--- config.mk ---
export PLATFORM = sky130hd
export DESIGN_NAME = mem_parity_init
export DESIGN_NICKNAME = d
export VERILOG_FILES = /design/src/rtl/mpi_pkg.sv /design/src/rtl/mpi_rst_sync.sv /design/src/rtl/mpi_parity_fold.sv /design/src/rtl/mpi_addr_walk.sv /design/src/rtl/mpi_ctrl.sv /design/src/rtl/mem_parity_init.sv
export SDC_FILE = /design/constraint.sdc
export NUM_CORES = 1
export LEC_CHECK = 0
export BUFFER_PORTS_ARGS = -buffer_cell sky130_fd_sc_hd__buf_2
export CAP_MARGIN = 30
export CORE_MARGIN = 5
export CORE_UTILIZATION = 35
export DETAILED_ROUTE_END_ITERATION = 8
export HOLD_SLACK_MARGIN = 0.08
export SLEW_MARGIN = 20
export SYNTH_ARGS = -nofsm -noshare
export SYNTH_HDL_FRONTEND = slang
export SYNTH_SLANG_ARGS = --single-unit
--- constraint.sdc ---
create_clock -name clk -period 3.2 [get_ports clk]
set_clock_uncertainty 0.2 [all_clocks]
set_input_delay 0.48 -clock clk [delete_from_list [all_inputs] [get_ports clk]]
set_output_delay 0.48 -clock clk [all_outputs]
set_load 0.02 [all_outputs]
--- src/rtl/mpi_pkg.sv ---
package mpi_pkg;
  typedef enum logic [1:0] {
    MPI_IDLE = 2'd0,
    MPI_LOW  = 2'd1,
    MPI_MID  = 2'd2
  } mpi_state_e;
endpackage

--- src/rtl/mpi_rst_sync.sv ---
module mpi_rst_sync (
  input  logic clk,
  input  logic rst_n,
  output logic rst_n_sync
);
  logic [1:0] sync_q;

  always_ff @(posedge clk or negedge rst_n) begin
    if (!rst_n) sync_q <= 2'b00;
    else        sync_q <= {sync_q[0], 1'b1};
  end

  assign rst_n_sync = sync_q[1];
endmodule

--- src/rtl/mpi_parity_fold.sv ---
module mpi_parity_fold #(
  parameter int LO_W  = 16,
  parameter int MID_W = 16,
  parameter int HI_W  = 4
) (
  input  logic [LO_W-1:0]  lo_i,
  input  logic [MID_W-1:0] mid_i,
  input  logic [HI_W-1:0]  hi_i,
  output logic             odd_par_o
);
  localparam int FW  = LO_W;
  localparam int LVL = $clog2(FW);

  logic [FW-1:0] stage [0:LVL];

  always_comb begin
    stage[0] = lo_i ^ mid_i ^ {{(FW-HI_W){1'b0}}, hi_i};
  end

  for (genvar g = 0; g < LVL; g++) begin : g_fold
    localparam int HALF = FW >> (g + 1);
    always_comb begin
      stage[g+1] = '0;
      stage[g+1][HALF-1:0] = stage[g][2*HALF-1:HALF] ^ stage[g][HALF-1:0];
    end
  end

  assign odd_par_o = ~stage[LVL][0];

  always_comb begin
    assert_fold_matches_R5: assert (odd_par_o == ~(^{hi_i, mid_i, lo_i}))
      else $error("parity fold differs from reduction");
  end
endmodule

--- src/rtl/mpi_addr_walk.sv ---
module mpi_addr_walk #(
  parameter int ADDR_W = 12
) (
  input  logic              clk,
  input  logic              rst_n,
  input  logic              load_i,
  input  logic              step_i,
  input  logic [ADDR_W-1:0] first_i,
  input  logic [ADDR_W-1:0] last_i,
  output logic [ADDR_W-1:0] cur_o,
  output logic [ADDR_W-1:0] last_o,
  output logic              at_end_o
);
  logic [ADDR_W-1:0] cur_q, cur_d;
  logic [ADDR_W-1:0] last_q, last_d;
  logic              cur_en, last_en;

  always_comb begin
    cur_en  = load_i | step_i;
    last_en = load_i;
    cur_d   = load_i ? first_i : cur_q + ADDR_W'(1);
    last_d  = last_i;
  end

  always_ff @(posedge clk or negedge rst_n) begin
    if (!rst_n) begin
      cur_q  <= '0;
      last_q <= '0;
    end else begin
      if (cur_en)  cur_q  <= cur_d;
      if (last_en) last_q <= last_d;
    end
  end

  assign cur_o    = cur_q;
  assign last_o   = last_q;
  assign at_end_o = (cur_q == last_q);
endmodule

--- src/rtl/mpi_ctrl.sv ---
module mpi_ctrl
  import mpi_pkg::*;
(
  input  logic clk,
  input  logic rst_n,
  input  logic start_i,
  input  logic range_ok_i,
  input  logic at_end_i,
  output logic load_o,
  output logic step_o,
  output logic stb_lo_o,
  output logic stb_mid_o,
  output logic done_o
);
  mpi_state_e state_q, state_d;
  logic       done_q, done_d;

  always_comb begin
    state_d = state_q;
    done_d  = 1'b0;
    load_o  = 1'b0;
    step_o  = 1'b0;
    unique case (state_q)
      MPI_IDLE: begin
        if (start_i) begin
          if (range_ok_i) begin
            load_o  = 1'b1;
            state_d = MPI_LOW;
          end else begin
            done_d = 1'b1;
          end
        end
      end
      MPI_LOW: state_d = MPI_MID;
      MPI_MID: begin
        if (at_end_i) begin
          state_d = MPI_IDLE;
          done_d  = 1'b1;
        end else begin
          step_o  = 1'b1;
          state_d = MPI_LOW;
        end
      end
      default: state_d = MPI_IDLE;
    endcase
  end

  always_ff @(posedge clk or negedge rst_n) begin
    if (!rst_n) begin
      state_q <= MPI_IDLE;
      done_q  <= 1'b0;
    end else begin
      state_q <= state_d;
      done_q  <= done_d;
    end
  end

  assign stb_lo_o  = (state_q == MPI_LOW);
  assign stb_mid_o = (state_q == MPI_MID);
  assign done_o    = done_q;

  assert_strobe_order_R2: assert property (@(posedge clk) disable iff (!rst_n)
    stb_lo_o |=> stb_mid_o);
  assert_strobe_excl_R2: assert property (@(posedge clk) disable iff (!rst_n)
    !(stb_lo_o && stb_mid_o));
  assert_done_single_R6: assert property (@(posedge clk) disable iff (!rst_n)
    done_o |=> !done_o);
  assert_done_quiet_R6: assert property (@(posedge clk) disable iff (!rst_n)
    done_o |-> !(stb_lo_o || stb_mid_o));
  assert_empty_range_R8: assert property (@(posedge clk) disable iff (!rst_n)
    (state_q == MPI_IDLE && start_i && !range_ok_i) |=> (done_o && !stb_lo_o));
  assert_busy_ignore_R7: assert property (@(posedge clk) disable iff (!rst_n)
    (stb_lo_o && start_i) |=> stb_mid_o);
endmodule

--- src/rtl/mem_parity_init.sv ---
module mem_parity_init #(
  parameter int ADDR_W = 12,
  parameter int LO_W   = 16,
  parameter int MID_W  = 16,
  parameter int HI_W   = 4
) (
  input  logic              clk,
  input  logic              rst_n,
  input  logic              start_i,
  input  logic [ADDR_W-1:0] first_addr_i,
  input  logic [ADDR_W-1:0] last_addr_i,
  output logic [ADDR_W-1:0] wr_addr_o,
  output logic              wr_lo_o,
  output logic              wr_mid_o,
  output logic [LO_W-1:0]   wr_data_lo_o,
  output logic [MID_W-1:0]  wr_data_mid_o,
  output logic [HI_W-1:0]   wr_data_hi_o,
  output logic              done_o
);
  localparam int PAR_POS = MID_W - 1;

  logic              rst_n_s;
  logic              load, step, at_end, range_ok, par;
  logic [ADDR_W-1:0] last_cap;
  logic [LO_W-1:0]   fill_lo;
  logic [MID_W-1:0]  fill_mid;
  logic [HI_W-1:0]   fill_hi;

  assign fill_lo  = '0;
  assign fill_mid = '0;
  assign fill_hi  = '0;
  assign range_ok = (first_addr_i <= last_addr_i);

  mpi_rst_sync u_rst (
    .clk        (clk),
    .rst_n      (rst_n),
    .rst_n_sync (rst_n_s)
  );

  mpi_ctrl u_ctrl (
    .clk        (clk),
    .rst_n      (rst_n_s),
    .start_i    (start_i),
    .range_ok_i (range_ok),
    .at_end_i   (at_end),
    .load_o     (load),
    .step_o     (step),
    .stb_lo_o   (wr_lo_o),
    .stb_mid_o  (wr_mid_o),
    .done_o     (done_o)
  );

  mpi_addr_walk #(.ADDR_W(ADDR_W)) u_walk (
    .clk      (clk),
    .rst_n    (rst_n_s),
    .load_i   (load),
    .step_i   (step),
    .first_i  (first_addr_i),
    .last_i   (last_addr_i),
    .cur_o    (wr_addr_o),
    .last_o   (last_cap),
    .at_end_o (at_end)
  );

  mpi_parity_fold #(.LO_W(LO_W), .MID_W(MID_W), .HI_W(HI_W)) u_par (
    .lo_i      (fill_lo),
    .mid_i     (fill_mid),
    .hi_i      (fill_hi),
    .odd_par_o (par)
  );

  always_comb begin
    wr_data_lo_o           = fill_lo;
    wr_data_hi_o           = fill_hi;
    wr_data_mid_o          = fill_mid;
    wr_data_mid_o[PAR_POS] = fill_mid[PAR_POS] ^ par;
  end

  assert_addr_step_R3: assert property (@(posedge clk) disable iff (!rst_n_s)
    (wr_mid_o && wr_addr_o != last_cap) |=> (wr_lo_o && wr_addr_o == $past(wr_addr_o) + ADDR_W'(1)));
  assert_same_addr_R2: assert property (@(posedge clk) disable iff (!rst_n_s)
    wr_lo_o |=> (wr_addr_o == $past(wr_addr_o)));
  assert_range_hold_R10: assert property (@(posedge clk) disable iff (!rst_n_s)
    wr_lo_o |=> (last_cap == $past(last_cap)));
  assert_odd_word_R4: assert property (@(posedge clk) disable iff (!rst_n_s)
    wr_mid_o |-> ($countones({wr_data_hi_o, wr_data_mid_o, wr_data_lo_o}) % 2 == 1));
endmodule

==> flow_metrics.py <==
metrics = {
    "run_status": {
        "status": "complete, no violations",
    },
    "cells_and_area": {
        "syn2layout_area_growth_pct": 14.2,
        "regArea_um2": 726,
        "n_antenna_cell": 0,
        "multi_input_area_mm2": 0.00111,
        "final_cell_mix": "buf_2, conb_1, dfrtp_1",
        "drive_gt1_share_pct": 23.8,
        "finalNetCount": 320,
        "fillers": 621,
        "fin_util_pct": 40.7,
        "final_common_cell": "buf_2",
        "design_area_mm2": 0.00238,
        "fin_cells": 356,
    },
    "yosys": {
        "synthCells": 232,
        "netlist_area_mm2": 0.00208,
        "synth_top_family_by_area": "buffers and inverters",
        "ys_ff_latch": 29,
        "synth_flop_cell": "dfrtp_1",
        "yosys_warnings": 0,
        "synth_mux_area_share_pct": 1.02,
        "yosysTopAreaCell": "dfrtp_1",
        "synth-xor-area-share_pct": 8.77,
        "synth_edf_count": 0,
        "yosys.area_share.simple_pct": 16.5,
        "yosys.area.top_type_share_pct": 34.8,
        "yosys-top-cells-area": "dfrtp_1, buf_4, xnor2_1",
        "synth-async-reset-ratio_pct": 100,
        "avgSynthCellArea_um2": 8.98,
        "ys_types": 40,
        "synth_compound_area_share_pct": 12.0,
        "synth-adder-area-share_pct": 7.81,
        "synth.yosys.seq_area_share_pct": 34.8,
    },
    "setup_path": {
        "arrival_ps": 2360,
        "start_kind": "input pin",
        "cp.required_ps": 3150,
        "setup.worst_path.end_class": "flip-flop",
        "critical_path_peak_fanout": 27,
        "r2r_cells": 7,
        "ff2ff_setup_slack_ps": 870,
        "worst-setup-path-type": "in -> reg",
    },
    "clock_network": {
        "insertion_delay_ps": 280,
        "cts_setup_buffers": 0,
        "root_buffer": "clkbuf_8",
        "cts_buffer_depth": 2,
        "cts_buffers": 5,
        "clock-sinks": 29,
        "clk_pin_slew_ps": 60,
        "cts_tree": "yes",
        "ctsResizeCount": 0,
        "postCtsHoldBufs": 3,
        "htree_levels": 2,
    },
    "floorplan": {
        "die_area_mm2": 0.00760,
        "start_util_pct": 35.6,
        "die_y_um": 87.2,
        "core_area_mm2": 0.00585,
        "io_pins": 78,
        "die_width_um": 87.2,
        "rows": 28,
    },
    "timing": {
        "slew_viol_final": 0,
        "min_period_ps": 2400,
        "setup_tns_ps": 0,
        "hold_viol_final": 0,
        "holdWs_ps": 152,
        "period_share_pct": 75.1,
        "rsz0062_at_grt": "no",
        "setup_viol": 0,
        "worst_slew_pin_slew_ps": 615,
        "fmax_mhz": 416,
        "relSlewSlack_pct": 58.9,
    },
    "global_route": {
        "antenna_found_initial": 0,
        "grt_pass1_vias": 1525,
        "grt_usage_pct": 12.5,
        "grt-ovfl-total": 0,
        "grt_max_degree": 28,
        "grt_pass1_wl_mm": 7.22,
    },
    "detailed_routing": {
        "drc": 0,
        "drtIter0Drc": 66,
        "vias": 1585,
        "postRouteAntennaNets": 0,
        "finalWirelength_mm": 4.60,
        "vias_per_cell": 4.45,
        "dr.pass1.iters": 4,
        "wl_per_cell_um": 12.9,
    },
    "pwr": {
        "power_leakage_nw": 1.20,
        "p_switching_mw": 0.858,
        "vdd_drop_max_v": 0.000328,
        "p_comb_share_pct": 47.2,
        "p_per_area_mw_per_mm2": 829,
        "netSwitchingFraction_pct": 43.5,
        "internal-power_mw": 1.11,
        "p_seq_share_pct": 35.9,
        "clkPwrFrac_pct": 17.0,
    },
    "min_path": {
        "hold_class": "reg -> reg",
        "min_path_cells": 0,
    },
    "placement": {
        "place_area_mm2": 0.00225,
        "hpwlAfterDp_mm": 3.73,
        "io_buffers": 41,
        "gp_congestion": 0.811,
        "placed_cells": 345,
    },
    "run": {
        "maxCapViolCount": 0,
    },
}
[registers in the layout, indices dropped and copies added (netlist names)]
register and count:
u_walk.cur_o 12, u_walk.last_o 12, u_ctrl.state_q 2, u_rst.sync_q 2, u_ctrl.done_o 1
[cells in the mapped netlist, types with 2 or more instances]
| master | count |
|---|---|
| nand4_2 | 2 |
| nand3_1 | 6 |
| a21o_1 | 2 |
| nor3_1 | 2 |
| nand4_1 | 6 |
| buf_4 | 36 |
| inv_1 | 21 |
| nor2_1 | 17 |
| nor3_2 | 2 |
| a21oi_1 | 12 |
| buf_6 | 2 |
| buf_2 | 3 |
| o21ai_0 | 11 |
| ha_1 | 13 |
| o221ai_1 | 2 |
| xnor2_1 | 19 |
| or3_1 | 3 |
| dfrtp_1 | 29 |
| conb_1 | 2 |
| o21ai_1 | 2 |
| nand2_1 | 19 |
| nor2b_1 | 3 |
[cell families after synthesis]
family | after synthesis
compound gates | 37
xor+xnor | 20
fa+ha+maj | 13
buf+inv | 63
flops | 29
mux | 2
other cells | 2
simple gates | 66
[worst max-delay path, cell delays in order]
cell and delay [ps]:
buf_2 90, inv_1 70, ha_1 240, nand3_1 150, nor2_1 60, o31ai_1 500, a31oi_4 260, buf_4 290
nor2_1 140, a21oi_1 60
[area by class of cell]
type                       instances  share of cell area [%]
clock buffer                       7                    4.05
clock inverter                     1                   0.210
inverter                          21                    3.31
multi-input combinational        175                    46.5
sequential                        29                    30.5
tap                               75                    3.94
timing repair buffer              48                    11.5
[power groups by stage]
stage	clock [mW]	sequential [mW]	combinational [mW]
detailed placement	0	0.718	0.931
global route	0.354	0.736	1.03
global placement	0	0.718	0.910
finish	0.334	0.707	0.930
CTS	0.343	0.710	0.942
floorplan	0	0.762	0.675
[per-stage QoR]
| stage | setup slack (ps) | total power [mW] |
|---|---|---|
| floorplan | 915 | 1.44 |
| global placement | 524 | 1.63 |
| detailed placement | 483 | 1.65 |
| CTS | 787 | 1.99 |
| global route | 624 | 2.12 |
| finish | 796 | 1.97 |
[worst paths after layout]
check                           startpoint              end
max in group asynchronous  u_rst.sync_q[1]  u_walk.cur_o[7]
max                         last_addr_i[3]  u_walk.cur_o[4]
max reg2reg                u_walk.cur_o[9]  u_walk.cur_o[8]
min                        u_rst.sync_q[0]  u_rst.sync_q[1]
min reg2reg                u_rst.sync_q[0]  u_rst.sync_q[1]
min in group asynchronous            rst_n  u_rst.sync_q[1]
[metal layers]
layer	part of all wire [%]	vias up	GRT usage (%)	wire length (µm)
li1	-	796	-	-
met1	45	725	16.0	2050
met5	0	-	0	0
met3	5.0	11	2.08	232
met2	47	53	19.7	2180
met4	2.9	0	6.97	133
Power figures use the tool's default switching activity.
